<file path="src/rtl/ipl_pkg.sv">
package ipl_pkg;
    localparam int IPL_W_DEF = 3;

    typedef enum logic [1:0] {
        SRC_HOLD    = 2'd0,
        SRC_RESTORE = 2'd1,
        SRC_ACCEPT  = 2'd2,
        SRC_WRITE   = 2'd3
    } lvl_src_e;
endpackage

</file>
<file path="src/rtl/ipl_cmp.sv">
module ipl_cmp #(
    parameter int LVL_W = ipl_pkg::IPL_W_DEF
) (
    input  logic             req_valid,
    input  logic [LVL_W-1:0] req_level,
    input  logic             restore_en,
    input  logic [LVL_W-1:0] cur_level,
    output logic             accept,
    output logic [LVL_W-1:0] save_level
);
    logic higher;

    always_comb begin
        higher     = (req_level > cur_level);
        accept     = req_valid && !restore_en && higher;
        save_level = accept ? cur_level : '0;
    end
endmodule

</file>
<file path="src/rtl/ipl_sel.sv">
module ipl_sel #(
    parameter int LVL_W = ipl_pkg::IPL_W_DEF
) (
    input  logic                restore_en,
    input  logic [LVL_W-1:0]    restore_level,
    input  logic                take,
    input  logic [LVL_W-1:0]    req_level,
    input  logic                wr_en,
    input  logic [LVL_W-1:0]    wr_level,
    input  logic [LVL_W-1:0]    cur_level,
    output ipl_pkg::lvl_src_e   src,
    output logic [LVL_W-1:0]    next_level
);
    import ipl_pkg::*;

    always_comb begin
        if (restore_en)  src = SRC_RESTORE;
        else if (take)   src = SRC_ACCEPT;
        else if (wr_en)  src = SRC_WRITE;
        else             src = SRC_HOLD;

        unique case (src)
            SRC_RESTORE: next_level = restore_level;
            SRC_ACCEPT:  next_level = req_level;
            SRC_WRITE:   next_level = wr_level;
            default:     next_level = cur_level;
        endcase
    end
endmodule

</file>
<file path="src/rtl/ipl_gate.sv">
module ipl_gate #(
    parameter int LVL_W = ipl_pkg::IPL_W_DEF
) (
    input  logic             clk,
    input  logic             rst_n,
    input  logic             req_valid,
    input  logic [LVL_W-1:0] req_level,
    input  logic             core_ack,
    input  logic             restore_en,
    input  logic [LVL_W-1:0] restore_level,
    input  logic             wr_en,
    input  logic [LVL_W-1:0] wr_level,
    output logic [LVL_W-1:0] cur_level,
    output logic             accept,
    output logic [LVL_W-1:0] save_level
);
    typedef struct packed {
        logic [LVL_W-1:0] lvl;
    } gate_state_t;

    gate_state_t       state_d, state_q;
    ipl_pkg::lvl_src_e src;
    logic [LVL_W-1:0]  sel_level;
    logic              take;

    ipl_cmp #(.LVL_W(LVL_W)) u_cmp (
        .req_valid  (req_valid),
        .req_level  (req_level),
        .restore_en (restore_en),
        .cur_level  (state_q.lvl),
        .accept     (accept),
        .save_level (save_level)
    );

    assign take = accept && core_ack;

    ipl_sel #(.LVL_W(LVL_W)) u_sel (
        .restore_en    (restore_en),
        .restore_level (restore_level),
        .take          (take),
        .req_level     (req_level),
        .wr_en         (wr_en),
        .wr_level      (wr_level),
        .cur_level     (state_q.lvl),
        .src           (src),
        .next_level    (sel_level)
    );

    always_comb begin
        state_d     = state_q;
        state_d.lvl = sel_level;
    end

    always_ff @(posedge clk or negedge rst_n) begin
        if (!rst_n) state_q <= '0;
        else        state_q <= state_d;
    end

    assign cur_level = state_q.lvl;
endmodule

</file>
<file path="config.mk">
export PLATFORM = sky130hd
export DESIGN_NAME = ipl_gate
export DESIGN_NICKNAME = d
export VERILOG_FILES = /design/src/rtl/ipl_pkg.sv /design/src/rtl/ipl_cmp.sv /design/src/rtl/ipl_sel.sv /design/src/rtl/ipl_gate.sv
export SDC_FILE = /design/constraint.sdc
export NUM_CORES = 1
export LEC_CHECK = 0
export BUFFER_PORTS_ARGS = -buffer_cell sky130_fd_sc_hd__buf_4
export CAP_MARGIN = 25
export CORE_AREA = 5 5 42 44
export CTS_CLUSTER_DIAMETER = 50
export DETAILED_ROUTE_END_ITERATION = 12
export DIE_AREA = 0 0 47 49
export PLACE_DENSITY = 0.55
export SKIP_CTS_REPAIR_TIMING = 1
export SYNTH_ARGS = -nofsm -noshare
export SYNTH_HDL_FRONTEND = slang
export SYNTH_SLANG_ARGS = --single-unit
</file>
<file path="constraint.sdc">
create_clock -name clk -period 1.6 [get_ports clk]
set_input_delay 0.24 -clock clk [delete_from_list [all_inputs] [get_ports clk]]
set_output_delay 0.24 -clock clk [all_outputs]
set_load 0.01 [all_outputs]
</file>
==> flow_metrics.py <==
metrics = {
    "cts": {
        "cts-htree-levels": 1,
        "cts_root_buf": "clkbuf_4",
        "clk_pin_slew_ps": 40,
        "cts_max_path_buffers": 2,
        "cts_tree": "built",
        "cts.sinks": 3,
        "clk-insertion-delay-late_ps": 240,
        "cts_made_buffers": 3,
    },
    "die": {
        "fp.coreArea_um2": 1400,
        "die_w_um": 47,
        "dieArea_um2": 2300,
        "die_h_um": 49,
        "start_util": 0.217,
        "rows": 14,
        "io_pins": 22,
    },
    "yosys": {
        "synth_cells": 32,
        "ys_seq_area_frac": 0.247,
        "synth.distinct_cells": 14,
        "yosys_warnings": 0,
        "synth_top_cell_area_share": 0.247,
        "ys_seq_elements": 3,
        "synth.cell_area_um2": 304,
        "avgSynthCellArea_um2": 9.50,
        "synth_area_leaders": "dfrtp_1 (25%), ha_1 (12%), a221o_2 (11%)",
        "syn-num-nets": 50,
        "synth_top_cell_by_area": "dfrtp_1",
    },
    "finish": {
        "nFillCells": 146,
        "largest_reg_flops": 3,
        "layout_common_cells": "buf_4 (27), inv_1 (4)",
        "n_antenna_cell": 0,
        "syn2layout_area_growth_pct": 109,
        "drive_gt1_frac": 0.701,
        "final_area_um2": 637,
        "final_common_cell": "buf_4",
        "final_util": 0.454,
        "fin_nets": 86,
        "layout.cells.non_filler": 83,
    },
    "critical_path": {
        "cp_slowest_cell": "dfrtp_1",
        "ff2ff_setup_slack_ps": -220,
        "worstSetupPathType": "flop to output port",
        "path_max_fanout": 4,
        "critPathMaxStageDelay_ps": 360,
        "critPathRequiredTime_ps": 1360,
        "end_kind": "output port",
        "startpoint_type": "flop",
        "worstPathArrival_ps": 1730,
        "path_cells": "inv_2, ha_4, nand3b_1, a211oi_4, and2b_4, and2_4, buf_6",
    },
    "detailed_routing": {
        "dr.pass1.iters": 2,
        "routedWlPerCell_um": 11.6,
        "wirelength_um": 963,
        "num_vias": 364,
        "route.antenna.remaining_nets": 0,
        "dr.first_iter.drc_count": 1,
        "viasPerCell": 4.39,
        "drc_errors": 0,
    },
    "run": {
        "maxCapViolations": 0,
    },
    "pwr": {
        "ir_drop_v": 0.000285,
        "p_clk_frac": 0.307,
        "p_sw_mw": 0.136,
        "seq_power_share": 0.202,
        "p_leak_nw": 0.319,
        "p_int_mw": 0.314,
        "p_comb_frac": 0.492,
        "p_per_area_nw_per_um2": 707,
        "swShare": 0.302,
    },
    "placed_design": {
        "gp_congestion": 0.719,
        "io_buffers": 21,
        "placed_cells": 75,
        "post_dp_cell_area_um2": 547,
    },
    "timing": {
        "setup_viol": 7,
        "fin_setup_tns_ps": -1940,
        "rsz0062_at_grt": "true",
        "hold_violations": 0,
        "clock_skew_ps": 3.18,
        "fmax_mhz": 508,
        "max_slew.worst_pin.slew_ps": 184,
        "setup_ws_ps": -370,
        "period_minus_slack_ps": 1970,
        "fin_crit_sh": 1.23,
        "finalMaxSlewViolations": 0,
        "slew_headroom": 0.877,
    },
    "grt": {
        "track_usage": 0.0917,
        "overflow": 0,
        "grt_max_degree": 8,
        "antenna_found_initial": 0,
        "grt_pass1_vias": 390,
        "grt_pass1_wl_um": 1530,
    },
    "min_path": {
        "hp-class": "primary input to flop",
    },
    "outcome": {
        "outcome": "finished with violations",
        "violations": "negative setup slack",
    },
}
routing by layer:
layer	vias to the layer above	global-route usage	routed length, µm
met3	2	0.00738	92
met2	18	0.129	446
met4	0	0.0829	27
met1	157	0.117	397
li1	187	-	-
met5	-	0	0
Yosys cell counts (all sizes together):
library cell,number
a211oi,1
a21oi,1
a221o,3
a22o,3
a31oi,3
and2,3
and2b,1
and3,1
dfrtp,3
ha,3
inv,6
nand3b,1
nor2,2
nor2b,1
worst paths after layout:
kind | depth (start not counted) | endpoint | start
min reg2reg | 4 | cur_level[0] | cur_level[0]
max reg2reg | 8 | cur_level[1] | cur_level[2]
max in group asynchronous | 2 | cur_level[1] | rst_n
min in group asynchronous | 2 | cur_level[2] | rst_n
max | 7 | save_level[2] | cur_level[2]
min | 2 | cur_level[2] | restore_level[2]
cells by family after synthesis:
group	synth area share
flops	0.247
fa+ha+maj	0.123
buf+inv	0.0741
compound gates	0.354
simple gates	0.202
power by group through the flow:
stage / Clock (mW) / Sequential (mW) / Combinational (mW)
detailed placement: 0 / 0.0916 / 0.192
global route: 0.146 / 0.0918 / 0.244
finish: 0.138 / 0.0908 / 0.221
CTS: 0.146 / 0.0906 / 0.193
global placement: 0 / 0.0910 / 0.190
floorplan: 0 / 0.0967 / 0.0899
area by class of cell:
type,count,area [µm²],area share
clock buffer,4,26.3,0.0413
multi-input combinational,23,246,0.387
tap,16,20.0,0.0314
inverter,6,22.5,0.0354
sequential,3,75.1,0.118
timing repair buffer,31,246,0.387
worst max-delay path, delay by kind of cell, from the launching register on:
kind                       cells  cell delay (ps)
buffers and inverters          2              150
adders and majority gates      1              270
AOI/OAI and AO/OA              1              270
and+or+nand+nor                3              440
DFF                            1              360
through the flow:
stage | hold slack (ps) | power (mW) | setup WS (ps)
after floorplan | -55.6 | 0.187 | -177
after global placement | 32.0 | 0.281 | -117
after detailed placement | 32.9 | 0.284 | -147
after CTS | -228 | 0.429 | -389
after global routing | 242 | 0.482 | -472
final | 231 | 0.450 | -370
No activity file was read; power rests on OpenSTA's default activity.
